`src/rtl/brnext_pkg.sv`:
```
package brnext_pkg;

    typedef enum logic [1:0] {
        K_NONE = 2'b00,
        K_BEQZ = 2'b01,
        K_BNEZ = 2'b10,
        K_JUMP = 2'b11
    } bkind_e;

    localparam int unsigned INSN_BYTES = 4;

endpackage

```
`src/rtl/brnext_cond.sv`:
```
module brnext_cond
    import brnext_pkg::*;
#(
    parameter int XLEN = 32
) (
    input  bkind_e            kind,
    input  logic [XLEN-1:0]   src_val,
    input  logic              cancel,
    input  logic              pred_taken,
    output logic              take,
    output logic              guess_miss
);
    logic is_zero;

    always_comb begin
        is_zero = ~|src_val;
        unique case (kind)
            K_BEQZ:  take = is_zero;
            K_BNEZ:  take = ~is_zero;
            default: take = 1'b0;
        endcase
        guess_miss = cancel && (take != pred_taken);
    end
endmodule

```
`src/rtl/brnext_target.sv`:
```
module brnext_target
    import brnext_pkg::*;
#(
    parameter int XLEN  = 32,
    parameter int IMM_W = 16,
    parameter int OFF_W = 26
) (
    input  logic [XLEN-1:0]  id_pc,
    input  logic [IMM_W-1:0] imm,
    input  logic [OFF_W-1:0] off,
    output logic [XLEN-1:0]  br_target,
    output logic [XLEN-1:0]  jmp_target
);
    localparam logic [XLEN-1:0] STEP = XLEN'(INSN_BYTES);

    logic [XLEN-1:0] imm_x;
    logic [XLEN-1:0] off_x;

    generate
        if (IMM_W < XLEN) begin : g_imm_ext
            assign imm_x = {{(XLEN-IMM_W){imm[IMM_W-1]}}, imm};
        end else begin : g_imm_cut
            assign imm_x = imm[XLEN-1:0];
        end
        if (OFF_W < XLEN) begin : g_off_ext
            assign off_x = {{(XLEN-OFF_W){off[OFF_W-1]}}, off};
        end else begin : g_off_cut
            assign off_x = off[XLEN-1:0];
        end
    endgenerate

    logic [XLEN-1:0] seq_pc;

    always_comb begin
        seq_pc     = id_pc + STEP;
        br_target  = seq_pc + imm_x;
        jmp_target = seq_pc + off_x;
    end
endmodule

```
`src/rtl/brnext_hazard.sv`:
```
module brnext_hazard #(
    parameter int RIDX_W = 5
) (
    input  logic              is_cond,
    input  logic [RIDX_W-1:0] src_idx,
    input  logic              ex_wr_en,
    input  logic [RIDX_W-1:0] ex_wr_idx,
    output logic              hold
);
    logic same_reg;
    logic real_reg;

    always_comb begin
        same_reg = (src_idx == ex_wr_idx);
        real_reg = |src_idx;
        hold     = is_cond && ex_wr_en && same_reg && real_reg;
    end
endmodule

```
`src/rtl/brnext_unit.sv`:
```
module brnext_unit
    import brnext_pkg::*;
#(
    parameter int               XLEN     = 32,
    parameter int               IMM_W    = 16,
    parameter int               OFF_W    = 26,
    parameter int               RIDX_W   = 5,
    parameter logic [XLEN-1:0]  RESET_PC = '0
) (
    input  logic              clk,
    input  logic              rst_n,
    input  logic              id_valid,
    input  logic [XLEN-1:0]   id_pc,
    input  logic [1:0]        id_kind,
    input  logic              id_cancel,
    input  logic              id_pred_taken,
    input  logic [RIDX_W-1:0] id_src_idx,
    input  logic [XLEN-1:0]   id_src_val,
    input  logic [IMM_W-1:0]  id_imm,
    input  logic [OFF_W-1:0]  id_off,
    input  logic              ex_wr_en,
    input  logic [RIDX_W-1:0] ex_wr_idx,
    output logic [XLEN-1:0]   fetch_pc,
    output logic              stall,
    output logic              squash_slot
);
    localparam logic [XLEN-1:0] STEP = XLEN'(INSN_BYTES);

    typedef struct packed {
        logic [XLEN-1:0] pc;
        logic            kill;
    } state_t;

    state_t state_d, state_q;

    bkind_e          kind;
    logic            live;
    logic            is_cond;
    logic            take;
    logic            guess_miss;
    logic            hold;
    logic [XLEN-1:0] br_target;
    logic [XLEN-1:0] jmp_target;

    assign kind = bkind_e'(id_kind);

    brnext_cond #(.XLEN(XLEN)) u_cond (
        .kind       (kind),
        .src_val    (id_src_val),
        .cancel     (id_cancel),
        .pred_taken (id_pred_taken),
        .take       (take),
        .guess_miss (guess_miss)
    );

    brnext_target #(.XLEN(XLEN), .IMM_W(IMM_W), .OFF_W(OFF_W)) u_target (
        .id_pc      (id_pc),
        .imm        (id_imm),
        .off        (id_off),
        .br_target  (br_target),
        .jmp_target (jmp_target)
    );

    brnext_hazard #(.RIDX_W(RIDX_W)) u_hazard (
        .is_cond   (is_cond),
        .src_idx   (id_src_idx),
        .ex_wr_en  (ex_wr_en),
        .ex_wr_idx (ex_wr_idx),
        .hold      (hold)
    );

    always_comb begin
        live    = id_valid && !state_q.kill;
        is_cond = live && (kind == K_BEQZ || kind == K_BNEZ);

        state_d      = state_q;
        state_d.kill = 1'b0;
        if (hold) begin
            state_d.pc = state_q.pc;
        end else if (live && kind == K_JUMP) begin
            state_d.pc = jmp_target;
        end else if (is_cond && take) begin
            state_d.pc = br_target;
        end else begin
            state_d.pc = state_q.pc + STEP;
        end
        if (is_cond && !hold && guess_miss) begin
            state_d.kill = 1'b1;
        end
    end

    always_ff @(posedge clk) begin
        if (!rst_n) begin
            state_q.pc   <= RESET_PC;
            state_q.kill <= 1'b0;
        end else begin
            state_q <= state_d;
        end
    end

    assign fetch_pc    = state_q.pc;
    assign squash_slot = state_q.kill;
    assign stall       = hold;


    stall_hold_chk: assert property (@(posedge clk) disable iff (!rst_n)
        stall |=> (fetch_pc == $past(fetch_pc)));


    stall_nokill_chk: assert property (@(posedge clk) disable iff (!rst_n)
        stall |=> !squash_slot);


    kill_src_chk: assert property (@(posedge clk) disable iff (!rst_n)
        squash_slot |-> $past(id_cancel && id_valid));


    jump_nokill_chk: assert property (@(posedge clk) disable iff (!rst_n)
        (id_valid && id_kind == 2'b11) |-> (!stall ##1 !squash_slot));


    idle_adv_chk: assert property (@(posedge clk) disable iff (!rst_n)
        !id_valid |=> (fetch_pc == $past(fetch_pc) + STEP));


    killed_quiet_chk: assert property (@(posedge clk) disable iff (!rst_n)
        squash_slot |-> !stall);
endmodule

```
`config.mk`:
```
export PLATFORM = sky130hd
export DESIGN_NAME = brnext_unit
export DESIGN_NICKNAME = d
export VERILOG_FILES = /design/src/rtl/brnext_pkg.sv /design/src/rtl/brnext_cond.sv /design/src/rtl/brnext_target.sv /design/src/rtl/brnext_hazard.sv /design/src/rtl/brnext_unit.sv
export SDC_FILE = /design/constraint.sdc
export NUM_CORES = 1
export LEC_CHECK = 0
export BUFFER_PORTS_ARGS = -buffer_cell sky130_fd_sc_hd__buf_4
export CORE_MARGIN = 2
export CORE_UTILIZATION = 50
export CTS_CLUSTER_SIZE = 40
export DETAILED_ROUTE_END_ITERATION = 8
export PLACE_DENSITY = 0.82
export SLEW_MARGIN = 30
export SYNTH_ARGS = -nofsm -noshare
export SYNTH_HDL_FRONTEND = slang
export SYNTH_SLANG_ARGS = --single-unit
export TNS_END_PERCENT = 10
```
`constraint.sdc`:
```
create_clock -name clk -period 4.4 [get_ports clk]
set_input_delay 0.44 -clock clk [delete_from_list [all_inputs] [get_ports clk]]
set_output_delay 0.44 -clock clk [all_outputs]
set_load 0.01 [all_outputs]
```
=== Word-level counts from Yosys, hierarchy flattened ===
Index checks and enable logic that the tools add are counted.
W data, S select, Z words.

* Flip-flop bits (word level): 33
* Bits in latches: 0
* Memory bits (writable): 0
* ROM bits: 0
* Bits of input ports: 124
* Memories kept: 0

* Add/subtract/negate cells: 4
* Multiply operators: 0
* Div/mod/pow operators: 0
* $lt $le $gt $ge: 0
* Equal/unequal tests: 5
* Shifts and indexed selects: 0
* Muxes and demuxes: 4
* Bitwise operators: 0
* Reduce and logical (&&, ||, !) cells: 16

{| class="wikitable"
|+ Operator list
! kind !! number
|-
| $add A32 B3 Y32 const B || 2
|-
| $add A32 B32 Y32 || 2
|-
| $mux W32 || 2
|-
| $reduce_or A32 Y1 || 1
|-
| $logic_and A1 B1 Y1 || 10
|-
| $eq A5 B5 Y1 || 1
|-
| $reduce_or A5 Y1 || 1
|-
| $eq A2 B2 Y1 const B || 2
|-
| $logic_not A1 Y1 || 3
|-
| $eq A2 B1 Y1 const B || 1
|-
| $pmux W1 S2 || 1
|-
| $logic_or A1 B1 Y1 || 1
|-
| $mux W1 || 1
|-
| $ne A1 B1 Y1 || 1
|}

=== Depth between registers and ports, before layout ===
* Depth in word-level cells: 10
* Mapped depth: 16
* Gate-level depth less buffers: 16

=== Modules after synthesis ===
A second synthesis with hierarchy kept.

* Cell total of the unflattened synthesis: 872
* Area, all modules: 6437.4 um2

{| class="wikitable"
|+ Modules (own cells, without submodules)
! module !! times used !! cells each !! area each (um2) !! sequential area each (um2)
|-
| brnext_target || 1 || 525 || 3871.2 || 0.0
|-
| brnext_unit || 1 || 320 || 2349.8 || 660.6
|-
| brnext_cond || 1 || 17 || 140.1 || 0.0
|-
| brnext_hazard || 1 || 10 || 76.3 || 0.0
|}

=== Worst setup path before layout ===
No wires, ideal clock.

* Path type: input to register
* Start point: in id_pc[5]
* End point: reg state_q, in the netlist fetch_pc[30]
* Library setup time: 0.058 ns
* Arrival time: 3.634 ns
* Required time: 4.342 ns
* Setup slack: 0.708 ns
* Cell stages on the path: 15
* Path through: and4_1 > and3_1 > nand3_1 > nor2_1 > xor2_1 > ha_1 > a21oi_1 > o21ai_0 > a2111oi_0 > o211ai_1 > nand2_1 > o21ai_0 > mux2_2 > a2111oi_4 > a311o_2

* Word-level cells in the longest chain between the ends: 4

{| class="wikitable"
|+ RTL lines
! what !! line !! RTL
|-
| start: declaration || brnext_unit.sv:13 || <nowiki>input logic [XLEN-1:0] id_pc,</nowiki>
|-
| $add A32 B3 Y32 (*) || brnext_target.sv:35 || <nowiki>seq_pc = id_pc + STEP;</nowiki>
|-
| $add A32 B32 Y32 || brnext_target.sv:36 || <nowiki>br_target = seq_pc + imm_x;</nowiki>
|-
| $mux W32 || brnext_unit.sv:82 || <nowiki>end else if (is_cond && take) begin</nowiki>
|-
| $mux W32 (*) || brnext_unit.sv:80 || <nowiki>end else if (live && kind == K_JUMP) begin</nowiki>
|-
| end signal: assignment || brnext_unit.sv:97 || <nowiki>state_q <= state_d;</nowiki>
|-
| end: declaration || brnext_unit.sv:34 || <nowiki>state_t state_d, state_q;</nowiki>
|}

Every way passes the cells marked *; elsewhere a longest branch is shown, timed or not.
A chain may end at the register's enable or synchronous reset.

=== Final worst setup path ===
* Start point: in id_pc[5]
* End point: reg state_q, in the netlist fetch_pc[20]

Same word-level chain as after synthesis.

==> flow_summary_export.csv <==
group,metric,value,unit
status,run_status,"finished clean",
timing,tightestPinTransition,0.7172,ns
clocking,cts-hold-fix-buffers,0,
clocking,clockRootBuffer,"sky130_fd_sc_hd__clkbuf_16",
place,dp_hpwl,18.06,mm
synthesis,yosys.area.top_type_share,14.12,%
synthesis,yosys-top-cells-count,"sky130_fd_sc_hd__nand2_1 (88), sky130_fd_sc_hd__a21oi_1 (85), sky130_fd_sc_hd__ha_1 (74), sky130_fd_sc_hd__nor2_1 (67), sky130_fd_sc_hd__xnor2_1 (60)",
global_route,track_usage,30.90,%
worst_setup_path,worst-path-max-fanout,6,
die,design.core.area,12720,µm²
drt,drt_first_pass_iters,6,
worst_hold_path,hold_start,"id_cancel",
finish,regArea,660.6,µm²
worst_setup_path,critPathCaptureType,"register",
die,die_h,118.5,µm
timing,max_freq,0.2598,GHz
worst_setup_path,critical_path.cell_chain,"buf_4, and4_1, and3_1, nand2_1, xnor2_1, ha_1, a21oi_1, o21ai_0, or4_1, o21a_1, a21o_1, a21o_1, a21o_1, xnor2_1, a2111oi_0",
clocking,postCtsSetupRepairBufs,0,
synthesis,synth-main-ff-cell,"sky130_fd_sc_hd__dfxtp_1",
global_route,grt_first_pass_wirelength,35.51,mm
timing,hold_viol_final,0,
synthesis,yosysTopAreaCell,"sky130_fd_sc_hd__ha_1",
synthesis,yosys.cell_count.top_type,"sky130_fd_sc_hd__nand2_1",
worst_setup_path,startpoint_type,"input port",
drt,wl_per_cell,18.30,µm
synthesis,yosysWarnings,0,
worst_setup_path,cp_top_family,"compound AO/OA/AOI/OAI gates",
global_route,antenna_found_initial,0,
worst_setup_path,worst_path_arrival_time,4.02,ns
finish,syn_to_final_growth,21.89,%
synthesis,ys_top_cells_by_area,"sky130_fd_sc_hd__ha_1 (14%), sky130_fd_sc_hd__dfxtp_1 (10%), sky130_fd_sc_hd__xnor2_1 (8.0%), sky130_fd_sc_hd__a21oi_1 (6.5%), sky130_fd_sc_hd__xor2_1 (6.0%)",
synthesis,syn-instance-count,913,
worst_hold_path,hold-path-cell-count,3,
synthesis,syn_area,6558,µm²
power_and_ir_drop,power.density_cell_area,207.3,nW/µm²
clocking,cts_num_sinks,33,
worst_setup_path,instance_count_on_the_critical_path,15,
timing,final.setup_skew,0.009459,ns
worst_setup_path,crit_required,4.57,ns
drt,post-route-drc-count,0,
worst_setup_path,reg2reg_from,"fetch_pc[2]$_SDFFE_PN0N_",
worst_hold_path,min-delay-path-class,"in -> reg",
synthesis,synthesis.area_per_instance,7.182,µm²
synthesis,number_of_enable_type_register_cells_in_the_synthesized_netlist,0,
finish,n_antenna_cell,0,
finish,layout-drive-gt1-share,18.88,%
finish,finalNonFillerCells,1226,
drt,detail_route.vias_per_cell,6.207,
finish,layout.nets,1253,
synthesis,synth-seq-area-share,10.07,%
die,die_span_in_x,118.5,µm
clocking,cts_max_path_buffers,2,
die,start_util,51.54,%
clocking,clock_insertion_delay_worst_skew,0.29,ns
timing,aggregate_negative_setup_slack,0,ns
timing,maxSlewViolCount,0,
timing,setup_repair_after_global_routing_missed_its_margin,"false",
synthesis,post_synth_num_cell_types,79,
clocking,cts.reportedPaths.clkPinSlew,0.06,ns
drt,detail_route.wirelength,22.43,mm
power_and_ir_drop,leakagePower,0.003516,µW
place,routabilityCongestion,0.9507,
die,std_cell_rows,41,
die,die_area,14050,µm²
worst_setup_path,slowest_delay,0.55,ns
synthesis,postSynthNetCount,1113,
die,io-pin-count,158,
clocking,ctsResizeCount,0,
global_route,grt_max_degree,35,
finish,final_design_area_no_fill,7993,µm²
synthesis,postSynth.asyncResetShare,0,%
place,placed_cells_incl_taps,1218,
timing,final_period_minus_worst_setup_slack,3.849,ns
global_route,grt_overflow_total,0,
timing,timing.max_slew.rel_slack,51.75,%
place,port_buffers,157,
timing,total_setup_violations_reported_at_the_end_of_the_flow,0,
worst_setup_path,start_to_end_type_of_the_worst_setup_path,"in -> reg",
worst_setup_path,critical-path-slowest-cell,"sky130_fd_sc_hd__or4_1",
clocking,tritoncts_buffers,5,
drt,routed-via-count,7610,
worst_setup_path,critPathBufInv,1,
finish,multi_input_area,5620,µm²
global_route,grt_pass1_vias,6990,
place,detailed_place.area,7840,µm²
drt,drt-initial-drc-count,550,
clocking,clock_tree_from_tritoncts,"built",
flow_run,cap_violations,0,
worst_setup_path,crit_path_start,"id_pc[5]",
worst_setup_path,worst-r2r-cell-count,9,
power_and_ir_drop,peakVddDrop,0.0001268,V
finish,fillers,1223,
synthesis,number_of_synthesized_register_bits,33,
drt,antenna_left,0,
worst_setup_path,path_common_cell,"sky130_fd_sc_hd__a21o_1",
timing,layout_worst_path_cycle_share,87.48,%
clocking,h_tree_levels,2,
==> worst register-to-register path, stage by stage (launching register included) <==
cell	delay, ns
sky130_fd_sc_hd__dfxtp_1	0.43
sky130_fd_sc_hd__ha_1	0.27
sky130_fd_sc_hd__nand3_2	0.13
sky130_fd_sc_hd__or4_4	0.56
sky130_fd_sc_hd__or3_4	0.42
sky130_fd_sc_hd__nor2_2	0.10
sky130_fd_sc_hd__xor2_1	0.27
sky130_fd_sc_hd__a21oi_1	0.18
sky130_fd_sc_hd__a2111oi_4	0.36
sky130_fd_sc_hd__a311o_2	0.16
==> cell type report <==
type / instances / area share, %
Inverter: 30 / 1.409
Timing Repair Buffer: 164 / 15.40
Clock inverter: 2 / 0.1722
Clock buffer: 6 / 1.738
Sequential cell: 33 / 8.265
Multi-Input combinational cell: 819 / 70.32
Tap cell: 172 / 2.693
==> per-stage QoR <==
stage,utilization [%],power [µW],setup WS (ns),hold slack [ns]
after detailed placement,61.62,1266,0.3631,0.5120
after floorplan,-,949.5,0.7076,0.5112
after global routing,62.82,1754,0.2534,0.3982
after CTS,62.82,1633,0.6425,0.3904
final,62.82,1657,0.5507,0.3915
after global placement,61.61,1256,0.4400,0.4896
==> per-layer routing <==
metal	vias up	share of wire [%]	routed length, µm	track usage, %
met5	-	0	0	0
met1	3488	44	9975	43.89
met2	385	44	9912	49.46
met3	33	9.5	2134	4.102
met4	0	1.8	412	6.994
li1	3704	-	-	-
==> placed cells by master, fill, tap and decap left out, drive strengths merged, types with 5 or more instances in the layout <==
cell type,netlist,layout
buf,3,164
nand2,88,88
a21oi,86,86
ha,74,74
nor2,68,68
xnor2,60,60
o21ai,59,59
xor2,45,45
nand3,40,40
dfxtp,33,33
nor3,32,32
inv,30,30
a21o,26,26
a211oi,26,26
nand4,22,22
o211ai,20,20
and3,18,18
nor4,17,17
a31oi,13,13
o21a,10,10
mux2i,10,10
and4,8,8
nor2b,7,7
and2,7,7
o21bai,6,6
clkbuf,28,6
a41oi,5,5
or3,5,5
==> flip-flops by register name, indices dropped and copies added, names as in the netlist <==
| name | flops |
|---|---|
| fetch_pc | 32 |
| squash_slot | 1 |
==> final timing paths <==
check                                                  to  slack, ns
worst max-delay path            fetch_pc[20]$_SDFFE_PN0N_       0.55
worst min-delay path               squash_slot$_SDFF_PN0_       0.39
worst max register to register  fetch_pc[30]$_SDFFE_PN0N_       1.48
worst min register to register   fetch_pc[1]$_SDFFE_PN0P_       0.52
==> logic make-up (layout without fill, tap and decap cells) <==
kind of cell             Yosys count  in the layout  share of synthesized area, %
multiplexers                      11             11                         1.698
XOR/XNOR                         105            105                         14.02
AND/OR/NAND/NOR                  333            333                         25.87
AO/OA/AOI/OAI                    294            294                         29.31
adder cells (fa/ha/maj)           76             76                         14.73
flip-flops                        33             33                         10.07
buffers and inverters             61            202                         4.293
==> power breakdown <==
part / internal [µW] / switching (µW) / total (µW)
clock network: 225 / 141 / 366
logic: 406 / 520 / 926
registers: 325 / 39.8 / 365
total: 956 / 701 / 1660
(Power assumes the default switching activity.)
